--- src/rtl/pcd_pkg.sv ---
// Package: shared types and helpers for the PLL channel divider.
// Assumes: parameters are checked by the modules that use them.
package pcd_pkg;

    // Waveform generator state: parked (gated) or counting a period.
    typedef enum logic {
        WS_STOP = 1'b0,
        WS_RUN  = 1'b1
    } wave_state_t;

    // Longest output period, in input cycles, for a divide field width and
    // fixed post-divide factor.
    function automatic int unsigned max_period(input int unsigned div_w,
                                               input int unsigned fixed_div);
        return ((32'd1 << div_w) - 32'd1) * fixed_div;
    endfunction

    // Number of bits needed to hold values 0..n.
    function automatic int unsigned bits_for(input int unsigned n);
        int unsigned w;
        w = 1;
        while ((32'd1 << w) <= n) w++;
        return w;
    endfunction

endpackage

--- src/rtl/chan_ctrl_reg.sv ---
// Module: channel control register.
// Holds the channel's control word, loaded by a write strobe, with a
// per-instance reset value. Decodes the divide field and the off bit.
// Assumes: DIS_BIT lies outside the divide field and inside the word.
module chan_ctrl_reg #(
    parameter int unsigned CTRL_W   = 32,
    parameter int unsigned DIV_W    = 8,
    parameter int unsigned DIS_BIT  = 12,
    parameter logic [CTRL_W-1:0] RST_CTRL = 32'h0000_0004
) (
    input  logic              clk,
    input  logic              rst_n,
    input  logic              wr,
    input  logic [CTRL_W-1:0] wdata,
    output logic [DIV_W-1:0]  div,
    output logic              dis
);

    logic [CTRL_W-1:0] ctrl_q;

    // Load the control word on a write, default value on reset.
    always_ff @(posedge clk) begin
        if (!rst_n) begin
            ctrl_q <= RST_CTRL;
        end else if (wr) begin
            ctrl_q <= wdata;
        end
    end

    // Field decode.
    assign div = ctrl_q[DIV_W-1:0];
    assign dis = ctrl_q[DIS_BIT];

endmodule

--- src/rtl/chan_gate.sv ---
// Module: run/stop decision for the channel.
// The channel runs only when its own off bit is clear, the hold bit in the
// parent PLL's shared word is clear, and the parent PLL is live. Purely
// combinational, so a change in the shared word reaches every channel of
// that PLL in the same cycle.
// Assumes: HOLD_BIT < CTRL_W.
module chan_gate #(
    parameter int unsigned CTRL_W   = 32,
    parameter int unsigned HOLD_BIT = 4
) (
    input  logic              dis,
    input  logic [CTRL_W-1:0] pll_ctrl,
    input  logic              pll_live,
    output logic              run
);

    logic hold;

    // Pick out this PLL's hold bit.
    assign hold = pll_ctrl[HOLD_BIT];

    // All three conditions must allow the clock.
    always_comb begin
        run = pll_live && !dis && !hold;
    end

endmodule

--- src/rtl/chan_period.sv ---
// Module: period and high-phase computation.
// Maps the divide field to an effective divisor (zero means all ones),
// applies the fixed post-divider, and derives the high-phase length
// ceil(period/2).
// Assumes: FIXED_DIV is 1 or 2; PER_W holds the largest period.
module chan_period #(
    parameter int unsigned DIV_W     = 8,
    parameter int unsigned FIXED_DIV = 1,
    parameter int unsigned PER_W     = 8
) (
    input  logic [DIV_W-1:0] div,
    output logic [PER_W-1:0] per,
    output logic [PER_W-1:0] hi
);

    logic [DIV_W-1:0] eff;
    logic [PER_W:0]   per_p1;

    // Zero encodes the largest divisor.
    always_comb begin
        eff = (div == '0) ? {DIV_W{1'b1}} : div;
    end

    // Apply the fixed post-divider.
    generate
        if (FIXED_DIV == 2) begin : g_fixed2
            assign per = PER_W'({eff, 1'b0});
        end else begin : g_fixed1
            assign per = PER_W'(eff);
        end
    endgenerate

    // High phase rounds up for odd periods.
    assign per_p1 = {1'b0, per} + (PER_W + 1)'(1);
    assign hi     = per_p1[PER_W:1];

endmodule

--- src/rtl/chan_wave.sv ---
// Module: divided clock generator.
// Counts input cycles over one output period, drives the output high for
// the first hi cycles, and pulses a tick at each period start. Period and
// high length are sampled only at a period boundary or when starting from
// the stopped state. When run drops, the output parks low at the next edge
// and the count restarts from zero.
// Assumes: per_new >= 1 and hi_new is in 1..per_new.
module chan_wave
    import pcd_pkg::*;
#(
    parameter int unsigned PER_W = 8
) (
    input  logic             clk,
    input  logic             rst_n,
    input  logic             run,
    input  logic [PER_W-1:0] per_new,
    input  logic [PER_W-1:0] hi_new,
    output logic             ch_clk,
    output logic             ch_tick,
    output logic [PER_W-1:0] per_q,
    output logic [PER_W-1:0] cnt_q
);

    localparam logic [PER_W-1:0] ONE = PER_W'(1);

    wave_state_t      st_q;
    logic [PER_W-1:0] hi_q;
    logic [PER_W-1:0] cnt_nx;
    logic             wrap;
    logic             out_q;
    logic             tick_q;

    // Next count and end-of-period detection.
    always_comb begin
        cnt_nx = cnt_q + ONE;
        wrap   = (cnt_q == per_q - ONE);
    end

    // Period counter, latched divisor and registered outputs.
    always_ff @(posedge clk) begin
        if (!rst_n) begin
            st_q   <= WS_STOP;
            cnt_q  <= '0;
            per_q  <= ONE;
            hi_q   <= ONE;
            out_q  <= 1'b0;
            tick_q <= 1'b0;
        end else if (!run) begin
            st_q   <= WS_STOP;
            cnt_q  <= '0;
            out_q  <= 1'b0;
            tick_q <= 1'b0;
        end else if (st_q == WS_STOP || wrap) begin
            st_q   <= WS_RUN;
            cnt_q  <= '0;
            per_q  <= per_new;
            hi_q   <= hi_new;
            out_q  <= 1'b1;
            tick_q <= 1'b1;
        end else begin
            cnt_q  <= cnt_nx;
            out_q  <= (cnt_nx < hi_q);
            tick_q <= 1'b0;
        end
    end

    assign ch_clk  = out_q;
    assign ch_tick = tick_q;

endmodule

--- src/rtl/pll_chan_div.sv ---
// Module: PLL output channel divider (top).
// Divides the PLL output clock by (divide field, zero meaning maximum) times
// a fixed post-divide factor. Gated off by the channel off bit, the parent
// PLL's hold bit, or an absent parent clock.
// Assumes: clk is the parent PLL output; pll_ctrl is synchronous to it.
module pll_chan_div
    import pcd_pkg::*;
#(
    parameter int unsigned CTRL_W    = 32,
    parameter int unsigned DIV_W     = 8,
    parameter int unsigned DIS_BIT   = 12,
    parameter int unsigned HOLD_BIT  = 4,
    parameter int unsigned FIXED_DIV = 1,
    parameter logic [CTRL_W-1:0] RST_CTRL = 32'h0000_0004
) (
    input  logic              clk,
    input  logic              rst_n,
    input  logic              pll_live,
    input  logic [CTRL_W-1:0] pll_ctrl,
    input  logic              chan_wr,
    input  logic [CTRL_W-1:0] chan_wdata,
    output logic              ch_clk,
    output logic              ch_tick
);

    localparam int unsigned MAX_PER = max_period(DIV_W, FIXED_DIV);
    localparam int unsigned PER_W   = bits_for(MAX_PER);

    logic [DIV_W-1:0] div;
    logic             dis;
    logic             run;
    logic [PER_W-1:0] per_new;
    logic [PER_W-1:0] hi_new;
    logic [PER_W-1:0] per_q;
    logic [PER_W-1:0] cnt_q;

    chan_ctrl_reg #(
        .CTRL_W   (CTRL_W),
        .DIV_W    (DIV_W),
        .DIS_BIT  (DIS_BIT),
        .RST_CTRL (RST_CTRL)
    ) u_ctrl (
        .clk   (clk),
        .rst_n (rst_n),
        .wr    (chan_wr),
        .wdata (chan_wdata),
        .div   (div),
        .dis   (dis)
    );

    chan_gate #(
        .CTRL_W   (CTRL_W),
        .HOLD_BIT (HOLD_BIT)
    ) u_gate (
        .dis      (dis),
        .pll_ctrl (pll_ctrl),
        .pll_live (pll_live),
        .run      (run)
    );

    chan_period #(
        .DIV_W     (DIV_W),
        .FIXED_DIV (FIXED_DIV),
        .PER_W     (PER_W)
    ) u_period (
        .div (div),
        .per (per_new),
        .hi  (hi_new)
    );

    chan_wave #(
        .PER_W (PER_W)
    ) u_wave (
        .clk     (clk),
        .rst_n   (rst_n),
        .run     (run),
        .per_new (per_new),
        .hi_new  (hi_new),
        .ch_clk  (ch_clk),
        .ch_tick (ch_tick),
        .per_q   (per_q),
        .cnt_q   (cnt_q)
    );

endmodule

--- config.mk ---
export PLATFORM = sky130hd
export DESIGN_NAME = pll_chan_div
export DESIGN_NICKNAME = d
export VERILOG_FILES = /design/src/rtl/pcd_pkg.sv /design/src/rtl/chan_ctrl_reg.sv /design/src/rtl/chan_gate.sv /design/src/rtl/chan_period.sv /design/src/rtl/chan_wave.sv /design/src/rtl/pll_chan_div.sv
export SDC_FILE = /design/constraint.sdc
export NUM_CORES = 1
export LEC_CHECK = 0
export BUFFER_PORTS_ARGS = -buffer_cell sky130_fd_sc_hd__buf_2
export CAP_MARGIN = 20
export CORE_MARGIN = 5
export CORE_UTILIZATION = 25
export CTS_CLUSTER_SIZE = 12
export DETAILED_ROUTE_END_ITERATION = 10
export PLACE_DENSITY_LB_ADDON = 0.25
export SLEW_MARGIN = 10
export SYNTH_ARGS = -nofsm -noshare
export SYNTH_HDL_FRONTEND = slang
export SYNTH_HIERARCHICAL = 1
export SYNTH_SLANG_ARGS = --single-unit
--- constraint.sdc ---
create_clock -name clk -period 2.9 [get_ports clk]
set_input_delay 0 -clock clk [delete_from_list [all_inputs] [get_ports clk]]
set_output_delay 0 -clock clk [all_outputs]
set_load 0.03 [all_outputs]
### After elaboration in Yosys (flattened, before gate mapping)

Cells that the tools add are included.

| operators by class | value |
|---|---|
| $add $sub $neg | 3 |
| $lt $le $gt $ge | 1 |
| equal/unequal tests | 1 |
| multiplexer cells | 3 |
| bitwise gates (word level) | 3 |
| reductions and logical operators | 9 |

Operator list:

| operator | number |
|---|---|
| adder 8 x 1 -> 9 bit, second input constant | 1 |
| adder 8 x 1 -> 8 bit, second input constant | 1 |
| equality test 8 bit | 1 |
| logical NOT 8 bit | 1 |
| < comparator 8 bit | 1 |
| two-way mux 8 bit | 1 |
| subtractor 8 x 1 -> 8 bit, second input constant | 1 |
| AND reduction 2 bit | 2 |
| NOT 1 bit | 3 |
| OR reduction 3 bit | 1 |
| logical AND 1 bit | 2 |
| logical NOT 1 bit | 2 |
| two-way mux 1 bit | 2 |
| logical OR 1 bit | 1 |

| word-level totals | value |
|---|---|
| bits in registers | 40 |

### Depth between registers and ports, before layout

| logic depth | value |
|---|---|
| word-level depth | 5 |
| mapped depth | 11 |

### Cells and area by module

Netlist, hierarchy kept.

Modules (own cells, without submodules):

| module | instances | cells an instance | area each (µm²) | sequential area each (µm²) |
|---|---|---|---|---|
| chan_wave | 1 | 143 | 1477.7 | 540.5 |
| chan_ctrl_reg | 1 | 28 | 335.3 | 180.2 |
| chan_period | 1 | 32 | 247.7 | 0.0 |
| chan_gate | 1 | 1 | 12.5 | 0.0 |

### Worst setup path after synthesis

OpenSTA, ideal clock, no wires.

| timing | value |
|---|---|
| path type | reg-to-reg |
| from | register u_wave.per_q[0] |
| to | register u_wave.hi_q[1] |
| arrival | 2326 ps |
| path slack | 457 ps |
| cell stages (with the launch flop) | 11 |
| path buffers | 2 |
| clock period less this slack | 2443 ps |
| cell sequence | dfxtp_1 -> inv_1 -> ha_1 -> buf_6 -> o21bai_1 -> a2111oi_2 -> a311oi_2 -> a2111oi_4 -> o21ai_4 -> buf_6 -> a32o_2 |

| between the ends | value |
|---|---|
| longest elaborated chain between the ends | 4 |

Ends and longest elaborated chain:

| what | RTL line | text |
|---|---|---|
| from (decl) | chan_wave.sv:20 | `output logic [PER_W-1:0] per_q,` |
| from (signal assigned) | chan_wave.sv:56 | `per_q <= per_new;` |
| subtractor 8 x 1 -> 8 bit | chan_wave.sv:36 | `wrap = (cnt_q == per_q - ONE);` |
| equality test 8 bit | chan_wave.sv:36 |  |
| logical OR 1 bit | chan_wave.sv:53 | `end else if (st_q == WS_STOP \|\| wrap) begin` |
| AND reduction 2 bit (no source line) | - |  |
| to (signal assigned) | chan_wave.sv:57 | `hi_q <= hi_new;` |
| to (decl) | chan_wave.sv:27 | `logic [PER_W-1:0] hi_q;` |

No other way between the ends.
A chain may end at the register's enable or synchronous reset.

### Worst setup path after layout

| timing | value |
|---|---|
| from | register u_wave.per_q[0] |
| to | register u_wave.hi_q[7] |

The elaborated chain is that of the path after synthesis.

==> metrics.yaml <==
worstReg2RegEnd: "u_wave/hi_q[7]"
worst_pin_slew_ns: 0.458
met1_usage_pct: 11.2
overflow: 0
synth_top_cell_by_area: "dfxtp_1"
dr.first_iter.drc_count: 49
dieHeight_um: 101
ios: 70
cp.arrival_ns: 2.87
r2r_slack_ns: 0.21
insertion_delay_ns: 0.29
ant_nets: 0
netlist_area_um2: 2070
netlist_top_cells_count: "36 x dfxtp_1, 17 x inv_1, 11 x nand2b_1, 11 x xnor2_1"
crit_family: "compound AO/OA/AOI/OAI gates"
min_path_cells: 4
h-tree-depth: 2
synth.distinct_cells: 46
grt_busiest_layer: "met2"
cp_cell_sequence: "inv_1 > ha_1 > o21bai_1 > a2111oi_2 > a311oi_2 > a2111oi_4 > o21ai_4 > a32o_2"
hold_path_class: "in2reg"
r2r_start: "u_wave/per_q[0]"
max_freq_ghz: 0.372
die_area_um2: 10200
fin_skew_ns: 0.00807
status: "finished, final reports clean"
cts_tree: "done"
async_flop_share_pct: 0
finalWirelength_um: 4240
instances_no_fill: 334
critPathRequiredTime_ns: 3.08
slew_viol_final: 0
finalSetupViolations: 0
worst_path_max_delay_cell: "a2111oi_4"
min_period_ns: 2.69
place_congestion: 0.736
ys_seq_area_share_pct: 34.8
regArea_um2: 721
antenna_found_initial: 0
coreArea_um2: 8130
gr-usage-met2_pct: 15.4
detail_route.wl_per_cell_um: 12.7
rsz0062_at_grt: "no"
cts.sinks: 36
crit_path_max_fanout: 16
area_growth_pct: 15.0
syn_inst: 204
grt_max_degree: 27
fin_setup_tns_ns: 0
dpl.hpwl_um: 3150
endpoint_kind: "flip-flop"
clkTransAtPathRegs_ns: 0.07
grt_pass1_wl_um: 7380
drive_above_1_share_pct: 20.1
firstDrtPassIters: 4
final_nets: 306
multi_input_area_um2: 1200
cp-start-kind: "flip-flop"
crit_path_max_incr_delay_ns: 0.48
ys.flop_type: "dfxtp_1"
numCtsBuffers: 5
min_from: "pll_ctrl[4]"
p_leak_nw: 1.06
r2r_cells: 8
post_cts_resized: 0
grt_pass1_vias: 1502
drc_errors: 0
path_buf_inv: 1
crit_type: "reg2reg"
relSlewSlack_pct: 69.4
dr_total_vias: 1523
fin_crit_sh_pct: 92.7
synth_seq_cells: 36
avgSynthCellArea_um2: 10.2
yosysMostFrequentCell: "dfxtp_1"
ys_warn_count: 6
synth_top_area_share_pct: 34.8
viasPerCell: 4.56
dp_cells: 317
grt_use_met3_pct: 2.28
postCtsSetupRepairBufs: 0
synth.net_count: 282
ir_drop_mv: 0.210
whs_endpoint: "u_wave/cnt_q[0]"
clockBufferDepth: 2
cp.depth: 8
numPortBuffers: 15
final_core_util_pct: 29.3
synthTopCellsByArea: "dfxtp_1 35%, ha_1 6.0%, a32o_2 5.4%"
start_util_pct: 25.5
synth-edff-count: 0
row_count: 33
gr-usage-all-layers_pct: 9.21
root_buffer: "clkbuf_8"
finalHoldViolations: 0
p_per_area_nw_per_um2: 449
n_fill_cell: 851
die_x_um: 101
antennaDiodeCount: 0
maxCapViolCount: 0
==> sequential cells by signal, summed over array words and instances (netlist names) <==
name and count:
u_wave/hi_q 8, u_wave/ch_tick 1, u_wave/per_q 8, u_wave/ch_clk 1, u_wave/cnt_q 8, u_ctrl/ctrl_q 9, u_wave/st_q 1
==> worst max-delay path by stage <==
stage / end / from
3_3_place_gp: u_wave/hi_q[4] / u_wave/per_q[0]
6_report: u_wave/hi_q[7] / u_wave/per_q[0]
3_5_place_dp: u_wave/per_q[7] / u_wave/per_q[0]
5_1_grt: u_wave/per_q[4] / u_wave/per_q[0]
2_1_floorplan: u_wave/hi_q[1] / u_wave/per_q[0]
4_1_cts: u_wave/hi_q[7] / u_wave/per_q[0]
==> cell usage in the layout, fill, tap and decap left out, drive strengths merged, types with 2 or more instances in the layout <==
cell type / Yosys / routed
and3: 10 / 10
o21ai: 4 / 4
a32o: 14 / 14
a32oi: 2 / 2
a2111oi: 2 / 2
inv: 17 / 17
nand2b: 11 / 11
buf: 5 / 17
mux2i: 9 / 9
nand2: 8 / 8
nand3: 5 / 5
nor4: 4 / 4
and2: 2 / 2
a21oi: 6 / 6
a311oi: 2 / 2
xnor2: 11 / 11
ha: 10 / 10
xor2: 9 / 9
nor2: 5 / 5
nor3: 2 / 2
dlygate4sd3: 0 / 9
nor2b: 8 / 8
a21o: 2 / 2
dfxtp: 36 / 36
clkbuf: 4 / 8
nand4: 4 / 4
==> tightest hold or removal path: cells and delay by family <==
family                 cells  cell delay [ns]
and+or+nand+nor            3             0.24
buffers and inverters      1             0.08
==> logic make-up (layout without fill, tap and decap cells) <==
family,Yosys count,after routing,synth area share (%)
compound gates,41,41,19.5
xor+xnor,20,20,8.45
simple gates,62,62,19.5
flops,36,36,34.8
fa+ha+maj,10,10,6.04
mux,9,9,4.35
buf+inv,26,51,7.42
==> power by group <==
part | internal [W] | leakage (nW) | switching [W]
registers | 0.000513 | 0.293 | 0.0000254
clock network | 0.000194 | 0.0455 | 0.000171
logic | 0.0000833 | 0.717 | 0.0000848
==> cell type report <==
class                      instances  area share, %
multi-input combinational        142           50.3
sequential                        36           30.2
timing repair buffer              26           7.56
tap                              105           5.51
clock buffer                       8           3.78
inverter                          17           2.68
==> metal layers <==
| metal | wire length [um] | vias to the layer above | share of wire, % |
|---|---|---|---|
| li1 | - | 787 | - |
| met1 | 2060 | 708 | 49 |
| met2 | 1980 | 21 | 47 |
| met3 | 128 | 7 | 3.0 |
| met4 | 68 | 0 | 1.6 |
| met5 | 0 | - | 0 |
==> what timing repair did <==
item / in CTS / in global routing
setup endpoints to repair: 0 / 0
hold endpoints to repair: 9 / 0
hold buffers: 9 / 0
==> through the flow <==
step	power [W]	instance area [um2]	setup WS, ns	hold slack [ns]
after global placement	0.000709	2200	0.251	0.217
after global routing	0.00113	2380	0.0517	0.0931
after detailed placement	0.000710	2200	0.245	0.221
final	0.00107	2380	0.213	0.0834
after floorplan	0.000678	2070	0.457	0.0619
after CTS	0.00109	2380	0.219	0.0837
No activity file was read; power rests on OpenSTA's default activity.
